## config.mk

```make
export PLATFORM = sky130hd
export DESIGN_NAME = brcond_unit
export DESIGN_NICKNAME = d
export VERILOG_FILES = /design/src/rtl/brcond_pkg.sv /design/src/rtl/brcond_eval.sv /design/src/rtl/brcond_target.sv /design/src/rtl/brcond_unit.sv
export SDC_FILE = /design/constraint.sdc
export NUM_CORES = 1
export LEC_CHECK = 0
export BUFFER_PORTS_ARGS = -buffer_cell sky130_fd_sc_hd__clkbuf_2
export CAP_MARGIN = 25
export CORE_ASPECT_RATIO = 1.75
export CORE_MARGIN = 2
export CORE_UTILIZATION = 45
export DETAILED_ROUTE_END_ITERATION = 7
export PLACE_DENSITY = 0.84
export SLEW_MARGIN = 20
export SYNTH_ARGS = -nofsm -noshare
export SYNTH_HDL_FRONTEND = slang
export SYNTH_SLANG_ARGS = --single-unit
```

## constraint.sdc

```tcl
create_clock -name clk -period 7.2 [get_ports clk]
set_input_delay 1.44 -clock clk [delete_from_list [all_inputs] [get_ports clk]]
set_output_delay 1.44 -clock clk [all_outputs]
set_load 0.05 [all_outputs]
```

## src/rtl/brcond_pkg.sv

```systemverilog
package brcond_pkg;
   typedef enum logic [2:0] {
      COND_ALWAYS = 3'd0,
      COND_EQ     = 3'd1,
      COND_NE     = 3'd2,
      COND_HI     = 3'd3,
      COND_LS     = 3'd4,
      COND_GT     = 3'd5,
      COND_LE     = 3'd6,
      COND_NEVER  = 3'd7
   } cond_e;

   typedef struct packed {
      logic n;
      logic z;
      logic v;
      logic c;
   } flags_t;
endpackage

```

## src/rtl/brcond_eval.sv

```systemverilog
module brcond_eval
   import brcond_pkg::*;
(
   input  logic [2:0] cond_i,
   input  flags_t     flags_i,
   output logic       taken_o
);
   logic ugt;
   logic sgt;

   assign ugt = ~(flags_i.c | flags_i.z);
   assign sgt = ~(flags_i.z | (flags_i.n ^ flags_i.v));

   always_comb begin
      unique case (cond_e'(cond_i))
         COND_ALWAYS: taken_o = 1'b1;
         COND_EQ:     taken_o = flags_i.z;
         COND_NE:     taken_o = ~flags_i.z;
         COND_HI:     taken_o = ugt;
         COND_LS:     taken_o = ~ugt;
         COND_GT:     taken_o = sgt;
         COND_LE:     taken_o = ~sgt;
         default:     taken_o = 1'b0;
      endcase
   end
endmodule

```

## src/rtl/brcond_target.sv

```systemverilog
module brcond_target #(
   parameter int ADDR_W      = 16,
   parameter int SHORT_OFF_W = 8,
   parameter int LONG_OFF_W  = 16,
   parameter int SHORT_LEN   = 2,
   parameter int LONG_LEN    = 4,
   parameter bit ONE_ADDER   = 1'b1
) (
   input  logic [ADDR_W-1:0]     pc_i,
   input  logic                  long_i,
   input  logic                  taken_i,
   input  logic [LONG_OFF_W-1:0] offset_i,
   output logic [ADDR_W-1:0]     next_pc_o
);
   localparam logic [ADDR_W-1:0] SLEN = ADDR_W'(SHORT_LEN);
   localparam logic [ADDR_W-1:0] LLEN = ADDR_W'(LONG_LEN);

   logic [ADDR_W-1:0] short_disp;
   logic [ADDR_W-1:0] long_disp;
   logic [ADDR_W-1:0] fall_pc;

   assign short_disp = ADDR_W'($signed(offset_i[SHORT_OFF_W-1:0]));
   assign long_disp  = ADDR_W'(offset_i);
   assign fall_pc    = pc_i + (long_i ? LLEN : SLEN);

   generate
      if (ONE_ADDER) begin : g_shared
         logic [ADDR_W-1:0] disp;
         assign disp      = !taken_i ? '0 : (long_i ? long_disp : short_disp);
         assign next_pc_o = fall_pc + disp;
      end else begin : g_parallel
         logic [ADDR_W-1:0] short_tgt;
         logic [ADDR_W-1:0] long_tgt;
         assign short_tgt = pc_i + SLEN + short_disp;
         assign long_tgt  = pc_i + LLEN + long_disp;
         assign next_pc_o = !taken_i ? fall_pc : (long_i ? long_tgt : short_tgt);
      end
   endgenerate
endmodule

```

## src/rtl/brcond_unit.sv

```systemverilog
module brcond_unit
   import brcond_pkg::*;
#(
   parameter int ADDR_W      = 16,
   parameter int SHORT_OFF_W = 8,
   parameter int LONG_OFF_W  = 16,
   parameter int SHORT_LEN   = 2,
   parameter int LONG_LEN    = 4,
   parameter bit ONE_ADDER   = 1'b1
) (
   input  logic                  clk,
   input  logic                  rst_n,
   input  logic                  valid_i,
   input  logic [ADDR_W-1:0]     pc_i,
   input  logic                  long_i,
   input  logic [2:0]            cond_i,
   input  logic                  flag_n_i,
   input  logic                  flag_z_i,
   input  logic                  flag_v_i,
   input  logic                  flag_c_i,
   input  logic [LONG_OFF_W-1:0] offset_i,
   output logic [ADDR_W-1:0]     next_pc_o,
   output logic                  taken_o
);
   generate
      if (SHORT_OFF_W > LONG_OFF_W) begin : g_bad_off
         $error("short offset wider than long offset");
      end
      if (LONG_OFF_W > ADDR_W) begin : g_bad_addr
         $error("long offset wider than address");
      end
      if (SHORT_LEN >= LONG_LEN) begin : g_bad_len
         $error("short form must be shorter than long form");
      end
   endgenerate

   flags_t            flags;
   logic              taken_d;
   logic [ADDR_W-1:0] next_pc_d;

   assign flags = '{n: flag_n_i, z: flag_z_i, v: flag_v_i, c: flag_c_i};

   brcond_eval u_eval (
      .cond_i  (cond_i),
      .flags_i (flags),
      .taken_o (taken_d)
   );

   brcond_target #(
      .ADDR_W      (ADDR_W),
      .SHORT_OFF_W (SHORT_OFF_W),
      .LONG_OFF_W  (LONG_OFF_W),
      .SHORT_LEN   (SHORT_LEN),
      .LONG_LEN    (LONG_LEN),
      .ONE_ADDER   (ONE_ADDER)
   ) u_target (
      .pc_i      (pc_i),
      .long_i    (long_i),
      .taken_i   (taken_d),
      .offset_i  (offset_i),
      .next_pc_o (next_pc_d)
   );

   always_ff @(posedge clk) begin
      if (!rst_n) begin
         next_pc_o <= '0;
         taken_o   <= 1'b0;
      end else if (valid_i) begin
         next_pc_o <= next_pc_d;
         taken_o   <= taken_d;
      end
   end
endmodule

```

==> results of run 1 <==
==> power groups by stage <==
| stage | registers (mW) | logic (mW) | clock network [mW] |
|---|---|---|---|
| after global routing | 0.115 | 0.241 | 0.0751 |
| final | 0.114 | 0.218 | 0.0702 |
| after global placement | 0.116 | 0.216 | 0 |
| after CTS | 0.114 | 0.220 | 0.0723 |
| after floorplan | 0.161 | 0.119 | 0 |
| after detailed placement | 0.116 | 0.219 | 0 |
==> state kept, by name (all words and copies together) (netlist names) <==
signal,count
taken_o,1
next_pc_o,16
==> kinds of logic (layout without fill, tap and decap cells) <==
kind of cell | count (synthesis) | in the layout | synth area share
AOI/OAI and AO/OA | 63 | 63 | 0.246
xor gates and xnor gates | 7 | 7 | 0.0346
adders and majority gates | 30 | 30 | 0.224
buffers and inverters | 16 | 72 | 0.0402
DFF | 17 | 17 | 0.192
muxes | 7 | 7 | 0.0402
and+or+nand+nor | 76 | 76 | 0.223
==> layout make-up <==
type | count | area share
sequential | 17 | 0.159
clock inverter | 1 | 0.00234
clock buffer | 3 | 0.0193
multi-input combinational | 183 | 0.637
inverter | 9 | 0.0158
timing repair buffer | 59 | 0.138
tap | 48 | 0.0281
==> tightest hold or removal path, delay by kind of cell, from the launching register on <==
family | cells | cell delay (ns)
AO/OA/AOI/OAI | 1 | 0.06
flip-flops | 1 | 0.33
AND/OR/NAND/NOR | 1 | 0.05
==> cell usage in the layout (no fill, tap or decap), types with 4 or more instances in the layout <==
| cell type | instances |
|---|---|
| nand2_1 | 23 |
| inv_1 | 8 |
| or3_1 | 4 |
| nor2b_1 | 11 |
| nand3b_1 | 7 |
| ha_1 | 27 |
| clkbuf_2 | 59 |
| a21oi_1 | 20 |
| xnor2_1 | 4 |
| nand3_1 | 7 |
| a21o_1 | 5 |
| nor2_1 | 14 |
| o21ai_0 | 10 |
| dfxtp_1 | 17 |
| o21a_1 | 5 |
| mux2i_1 | 6 |
==> final timing paths <==
| check | end |
|---|---|
| hold / removal | next_pc_o[12] |
| setup / recovery | next_pc_o[15] |
| hold reg to reg | next_pc_o[12] |
| setup reg to reg | next_pc_o[5] |
==> metal layers <==
| metal | vias up | wire, um | global-route usage |
|---|---|---|---|
| met3 | 10 | 191 | 0.0223 |
| met1 | 794 | 1480 | 0.205 |
| met5 | - | 0 | 0 |
| met2 | 48 | 2280 | 0.396 |
| li1 | 898 | - | - |
| met4 | 0 | 151 | 0.0813 |
==> stage by stage <==
| stage | utilization | hold WS (ns) | std cells | total power, mW |
|---|---|---|---|---|
| finish | 0.558 | 0.468 | 320 | 0.402 |
| global route | 0.558 | 0.501 | 320 | 0.432 |
| CTS | 0.558 | 0.472 | 320 | 0.406 |
| detailed placement | 0.546 | 0.457 | 316 | 0.335 |
| global placement | 0.546 | 0.446 | 316 | 0.331 |
| floorplan | - | 0.670 | 216 | 0.279 |
==> reports/metrics.yaml, run 1 <==
status:
  status: "complete, no violations"
global_route:
  grt_pass1_wl_mm: 7.12
  overflow: 0
  antenna_found_initial: 0
  grt_max_degree: 29
  grt_pass1_vias: 1763
  track_usage: 0.202
placed_design:
  gp_congestion: 0.894
  place_area_sq_mm: 0.00209
  port_buffers: 59
  pre_cts_slack_ns: 1.82
  dp_hpwl_mm: 3.50
yosys:
  ys_ff_latch: 17
  yosysMostFrequentCell: "ha_1"
  yosys_warnings: 0
  synthTopCellsByArea: "dfxtp_1 19%, ha_1 19%, a21oi_1 5.6%"
  async_flop_share: 0
  seq_area_frac_synth: 0.192
  yosys-top-cells-count: "27 x ha_1, 23 x nand2_1, 20 x a21oi_1, 17 x dfxtp_1, 14 x nor2_1"
  ys_types: 43
  synth_top_area_share: 0.192
  synth_edf_count: 0
  synthCells: 216
  syn_avg_cell_area_sq_um: 8.21
  synth_top_area_cell: "dfxtp_1"
  synth_ff_type: "dfxtp_1"
  synth_nets: 289
  syn_area_sq_mm: 0.00177
timing:
  max_freq_mhz: 196
  tns_ns: 0
  hold_viol_final: 0
  maxSlewViolCount: 0
  post-route-period-util: 0.708
  setup_viol: 0
  tightest_slew_ns: 0.569
  rsz0062_at_grt: "false"
  maxSlewHeadroom: 0.621
  fin_ws_ns: 2.10
  period_needed_ns: 5.10
  fin_skew_ns: 0
clocking:
  root_buffer: "clkbuf_8"
  clk_latency_ns: 0.25
  cts_tree: "yes"
  post-cts-setup-buffer-count: 0
  cts_max_level: 1
  hold_buffers: 0
  cts-resized-gates: 0
  cts.sinks: 17
  cts.clk_slew.worst_paths_ns: 0.07
  numCtsBuffers: 3
  clk_path_buf_depth: 2
worst_setup_path:
  worstSetupEndpointType: "flip-flop"
  critPathTopFamily: "compound AO/OA/AOI/OAI gates"
  worst-setup-path-type: "in2reg"
  r2r_start: "next_pc_o[5]"
  worstRegToRegCells: 2
  crit_start: "flag_v_i"
  critPathRequiredTime_ns: 7.39
  worstSetupStartpointType: "input pin"
  cp.depth: 16
  rrSetupSlack_ns: 6.40
  cp_slowest_cell: "o21a_1"
  cp_max_fo: 16
  slowest_delay_ns: 0.53
  crit_buf_inv: 2
  arrival_ns: 5.29
  crit_chain: "clkbuf_2 -> xnor2_1 -> o22ai_1 -> a2111oi_4 -> o21a_1 -> nor2b_1 -> fa_1 -> ha_1 -> inv_1 -> fa_1 -> nor2b_1 -> o31a_1 -> o21ai_1 -> a211o_1 -> or3_1 -> nand3_1"
power:
  cellLeakagePower_nw: 1.07
  p_sw_mw: 0.177
  pwr-share-comb: 0.542
  power_density_mw_per_mm2: 188
  p_sw_frac: 0.440
  clock_power_share: 0.175
  irDropWorstVdd_mv: 0.155
  p_int_mw: 0.225
  seq_power_share: 0.283
floorplanning:
  core-area_sq_mm: 0.00383
  rows: 30
  start_util: 0.463
  die_y_um: 87.0
  ioPinCount: 60
  die-area_sq_mm: 0.00448
  die_x_um: 51.5
finish:
  drive_above_1_share: 0.254
  final_area_sq_mm: 0.00214
  nets: 346
  multiInputGateArea_sq_mm: 0.00136
  fillCellCount: 408
  area_delta_synth_final_pct: 20.5
  layout.area.seq_sq_um: 340
  diodes: 0
detailed_routing:
  drc: 0
  drtIter0Drc: 38
  antenna_left: 0
  first_pass_iters: 4
  avgRoutedWirePerCell_um: 12.8
  num_vias: 1750
  viasPerCell: 5.47
  drt-total-wl_mm: 4.10
hold_path:
  hold_path_class: "reg2reg"
  min-delay-start: "next_pc_o[12]"
  hold_depth: 2
job:
  maxCapViolations: 0
No activity file was read; power rests on OpenSTA's default activity.
==> inputs of run 2 (changes only) <==
==> constraint.sdc (replaced) <==
create_clock -name clk -period 4.9 [get_ports clk]
set_input_delay 0.98 -clock clk [delete_from_list [all_inputs] [get_ports clk]]
set_output_delay 0.98 -clock clk [all_outputs]
set_load 0.05 [all_outputs]
==> reports/metrics.yaml, run 2 (same netlist as run 1, synthesis figures left out) <==
status:
  status: "complete, no violations"
detailed_routing:
  highest_layer: "met4"
  drtIter0Drc: 21  # -45%
  num_vias: 1824  # +4.2%
  first_pass_iters: 4  # unchanged
  drc: 0  # unchanged
  viasPerCell: 5.68  # +3.9%
  dr_wl_met2_mm: 2.55  # +12%
  drt-total-wl_mm: 4.40  # +7.5%
  wl_met3_um: 180  # -5.8%
  avgRoutedWirePerCell_um: 13.7  # +7.2%
  antenna_left: 0  # unchanged
  wl_met1_mm: 1.54  # +4.5%
timing:
  hold_viol_final: 0  # unchanged
  max_freq_mhz: 231
  fin_ws_ns: 0.569  # -1.53 ns
  setup_viol: 0  # unchanged
  tightest_slew_ns: 0.539  # -0.0292 ns
  post-route-period-util: 0.884
  period_needed_ns: 4.33
  tns_ns: 0  # unchanged
  maxSlewHeadroom: 0.640  # +0.0194
  rsz0062_at_grt: "false"
  fin_skew_ns: 0  # unchanged
  maxSlewViolCount: 0  # unchanged
floorplanning:
  core-area_sq_mm: 0.00383  # unchanged
  ioPinCount: 60  # unchanged
  die_y_um: 87.0  # unchanged
  die-area_sq_mm: 0.00448  # unchanged
  start_util: 0.463  # unchanged
  die_x_um: 51.5  # unchanged
  rows: 30  # unchanged
placed_design:
  place_area_sq_mm: 0.00210  # +0.36%
  gp_congestion: 0.893  # -0.19%
  dp_hpwl_mm: 3.70  # +5.7%
  port_buffers: 59  # unchanged
  pre_cts_slack_ns: 0.323  # -1.49 ns
worst_setup_path:
  worstSetupEndpointType: "flip-flop"
  critPathRequiredTime_ns: 5.10  # -2.29 ns
  arrival_ns: 4.53  # -0.76 ns
  worst-setup-path-type: "in2reg"
  worstSetupStartpointType: "input pin"
  cp_max_fo: 5  # -11
clocking:
  cts-resized-gates: 0  # unchanged
  hold_buffers: 0  # unchanged
  clk_path_buf_depth: 2  # unchanged
  cts_max_level: 1  # unchanged
  cts_tree: "yes"
  cts.clk_slew.worst_paths_ns: 0.07  # about the same
  cts.sinks: 17  # unchanged
  root_buffer: "clkbuf_8"
  post-cts-setup-buffer-count: 0  # unchanged
  numCtsBuffers: 3  # unchanged
  clk_latency_ns: 0.25  # about the same
power:
  power_density_mw_per_mm2: 280  # +49%
  cellLeakagePower_nw: 1.08  # +0.46%
  fin_total_pwr_mw: 0.600  # +49%
  irDropWorstVdd_mv: 0.261  # +68%
hold_path:
  hold_path_class: "reg2reg"
global_route:
  grt_pass1_wl_mm: 7.38  # +3.6%
  overflow: 0  # unchanged
  grt_max_degree: 29  # unchanged
  grt_pass1_vias: 1808  # +2.6%
  antenna_found_initial: 0  # unchanged
  track_usage: 0.210  # +0.00843
finish:
  top_regs: "next_pc_o (16), taken_o (1)"
  layout.area.seq_sq_um: 340  # unchanged
  layout_common_cells: "59 x clkbuf_2, 27 x ha_1, 23 x nand2_1, 20 x a21oi_1, 17 x dfxtp_1"
  largest_reg_flops: 16  # unchanged
  final_area_sq_mm: 0.00214  # +0.35%
  fin_util: 0.560  # +0.00196
  nets: 347  # +0.29%
  regMostFlops: "next_pc_o"
  final_common_cell: "clkbuf_2"
  drive_above_1_share: 0.256  # +0.00273
  multiInputGateArea_sq_mm: 0.00136  # unchanged
  fillCellCount: 385  # -5.6%
  diodes: 0  # unchanged
  area_delta_synth_final_pct: 21.0
job:
  maxCapViolations: 0  # unchanged
[run 2: final cells by class]
class                      instances  share of cell area
multi-input combinational        183               0.635
sequential                        17               0.159
timing repair buffer              60               0.141
tap                               48              0.0280
clock buffer                       3              0.0193
inverter                           9              0.0158
clock inverter                     1             0.00233
[run 2: where the power goes]
part / internal (mW) / switching [mW] / leakage (nW)
logic: 0.119 / 0.207 / 0.911
registers: 0.158 / 0.00965 / 0.141
clock network: 0.0564 / 0.0497 / 0.0255
total: 0.333 / 0.267 / 1.08
[run 2: through the flow]
| step | hold WS (ns) | instances |
|---|---|---|
| after global placement | 0.447 | 317 |
| after detailed placement | 0.457 | 317 |
| after floorplan | 0.670 | 216 |
| after global routing | 0.501 | 321 |
| final | 0.468 | 321 |
| after CTS | 0.472 | 321 |
[run 2: critical path, cell delays in order]
cell and delay (ns):
clkbuf_2 0.09, xnor2_1 0.19, o22ai_1 0.16, a2111oi_4 0.45, o21a_1 0.26, nor2b_1 0.08, fa_1 0.49, ha_1 0.19
inv_1 0.07, fa_1 0.40, nor2b_1 0.17, o31a_1 0.19, o21ai_1 0.15, a211o_1 0.28, or3_1 0.30, nand3_1 0.07
[run 2: path summary, 6_finish.rpt]
check / cells past startpoint / endpoint / startpoint / slack, ns
max reg2reg: 2 / next_pc_o[5] / next_pc_o[5] / 4.07
min: 2 / next_pc_o[12] / next_pc_o[12] / 0.47
max: 16 / next_pc_o[15] / flag_v_i / 0.57
min reg2reg: 2 / next_pc_o[12] / next_pc_o[12] / 0.47
[run 2: metal layers]
layer,global-route usage,up-vias
met3,0.0155,10
met5,0,-
met4,0.0742,0
met2,0.430,49
met1,0.208,856
li1,-,909
==> inputs of run 3 (changes only) <==
--- a/config.mk
+++ b/config.mk
@@ -5,13 +5,13 @@
 export SDC_FILE = /design/constraint.sdc
 export NUM_CORES = 1
 export LEC_CHECK = 0
-export BUFFER_PORTS_ARGS = -buffer_cell sky130_fd_sc_hd__clkbuf_2
 export CAP_MARGIN = 25
 export CORE_ASPECT_RATIO = 1.75
 export CORE_MARGIN = 2
 export CORE_UTILIZATION = 45
 export DETAILED_ROUTE_END_ITERATION = 7
-export PLACE_DENSITY = 0.84
+export DONT_BUFFER_PORTS = 1
+export PLACE_DENSITY = 0.71
 export SLEW_MARGIN = 20
 export SYNTH_ARGS = -nofsm -noshare
 export SYNTH_HDL_FRONTEND = slang
==> reports/metrics.yaml, run 3 (same netlist as run 1, synthesis figures left out) <==
timing:
  hold_viol_final: 0  # unchanged
  period_needed_ns: 4.18  # -0.152 ns
  tns_ns: 0  # unchanged
  fin_skew_ns: 0  # unchanged
  setup_viol: 0  # unchanged
  maxSlewViolCount: 0  # unchanged
  rsz0062_at_grt: "false"
  maxSlewHeadroom: 0.646  # +0.00528
  fin_ws_ns: 0.721  # +0.152 ns
  post-route-period-util: 0.853  # -0.0311
  tightest_slew_ns: 0.531  # -0.00865 ns
  max_freq_mhz: 239  # +3.6%
detailed_routing:
  drtIter0Drc: 19  # -9.5%
  avgRoutedWirePerCell_um: 15.4  # +12%
  antenna_left: 0  # unchanged
  drt-total-wl_mm: 4.03  # -8.5%
  first_pass_iters: 4  # unchanged
  num_vias: 1552  # -15%
  drc: 0  # unchanged
  viasPerCell: 5.92  # +4.2%
finish:
  diodes: 0  # unchanged
  area_delta_synth_final_pct: 4.30
  final_common_cell: "ha_1"
  drive_above_1_share: 0.0514  # -0.205
  layout_common_cells: "27 x ha_1, 23 x nand2_1, 20 x a21oi_1, 17 x dfxtp_1, 14 x nor2_1"
  regMostFlops: "next_pc_o"
  top_regs: "next_pc_o (16), taken_o (1)"
  largest_reg_flops: 16  # unchanged
  final_area_sq_mm: 0.00185  # -14%
  nets: 288  # -17%
clocking:
  root_buffer: "clkbuf_8"
  cts_tree: "yes"
  clk_path_buf_depth: 2  # unchanged
  cts.clk_slew.worst_paths_ns: 0.07  # about the same
  numCtsBuffers: 3  # unchanged
  clk_latency_ns: 0.25  # about the same
  cts.sinks: 17  # unchanged
  post-cts-setup-buffer-count: 0  # unchanged
  hold_buffers: 0  # unchanged
  cts-resized-gates: 0  # unchanged
  cts_max_level: 1  # unchanged
placed_design:
  port_buffers: 0  # -100%
  pre_cts_slack_ns: 0.442  # +0.119 ns
  place_area_sq_mm: 0.00180  # -14%
  gp_congestion: 0.911  # +2.0%
  dp_hpwl_mm: 3.38  # -8.7%
global_route:
  overflow: 0  # unchanged
  track_usage: 0.191  # -0.0196
  grt_pass1_wl_mm: 6.56  # -11%
  antenna_found_initial: 0  # unchanged
  grt_max_degree: 29  # unchanged
  grt_pass1_vias: 1547  # -14%
worst_setup_path:
  worstSetupStartpointType: "input pin"
  worstSetupEndpointType: "flip-flop"
  arrival_ns: 4.38  # -0.15 ns
  critPathRequiredTime_ns: 5.10  # about the same
  cp_max_fo: 5  # unchanged
  worst-setup-path-type: "in2reg"
hold_path:
  hold_path_class: "reg2reg"
floorplanning:
  core-area_sq_mm: 0.00383  # unchanged
  die-area_sq_mm: 0.00448  # unchanged
  die_y_um: 87.0  # unchanged
  die_x_um: 51.5  # unchanged
  ioPinCount: 60  # unchanged
  rows: 30  # unchanged
  start_util: 0.463  # unchanged
power:
  irDropWorstVdd_mv: 0.190  # -27%
  power_density_mw_per_mm2: 300  # +7.2%
  cellLeakagePower_nw: 0.826  # -23%
status:
  status: "complete, no violations"
job:
  maxCapViolations: 0  # unchanged
-- run 3: cell types whose count changed in the layout (fill, tap and decap cells not counted) --
cell and change:
clkbuf_2 -59
-- run 3: path summary, 6_finish.rpt --
path,depth (start not counted),to,start,slack (ns)
worst max register to register,2,next_pc_o[5],next_pc_o[5],3.84
worst max-delay path,15,next_pc_o[15],flag_v_i,0.72
worst min-delay path,2,next_pc_o[12],next_pc_o[12],0.70
worst min register to register,2,next_pc_o[12],next_pc_o[12],0.70
-- run 3: layout make-up --
| type | instances | area (sq um) |
|---|---|---|
| sequential | 17 | 340 |
| fill | 414 | 1980 |
| multi-input combinational | 183 | 1360 |
| clock inverter | 1 | 5.00 |
| clock buffer | 3 | 41.3 |
| inverter | 9 | 33.8 |
| tap | 48 | 60.1 |
| timing repair buffer | 1 | 7.51 |
-- run 3: routing by layer --
| metal | GRT usage | up-vias | part of all wire |
|---|---|---|---|
| met2 | 0.379 | 42 | 0.56 |
| met1 | 0.180 | 718 | 0.35 |
| met5 | 0 | - | 0 |
| met3 | 0.0309 | 10 | 0.061 |
| li1 | - | 782 | - |
| met4 | 0.0861 | 0 | 0.029 |
-- run 3: per-stage QoR --
stage / util / hold WS (ns) / total power, mW / std cells
global route: 0.483 / 0.752 / 0.594 / 262
CTS: 0.483 / 0.716 / 0.562 / 262
global placement: 0.471 / 0.700 / 0.450 / 258
floorplan: - / 0.670 / 0.410 / 216
detailed placement: 0.471 / 0.706 / 0.454 / 258
finish: 0.483 / 0.700 / 0.554 / 262
-- run 3: where the power goes --
part	internal (mW)	switching, mW
logic	0.0953	0.118
clock network	0.0564	0.0479
registers	0.158	0.0791
-- run 3: critical path: stages --
cell,delay [ns]
xnor2_1,0.17
o22ai_1,0.15
a2111oi_4,0.44
o21a_1,0.27
nor2b_1,0.08
fa_1,0.49
ha_1,0.19
inv_1,0.06
fa_1,0.40
nor2b_1,0.15
o31a_1,0.18
o21ai_1,0.14
a211o_1,0.29
or3_1,0.30
nand3_1,0.07
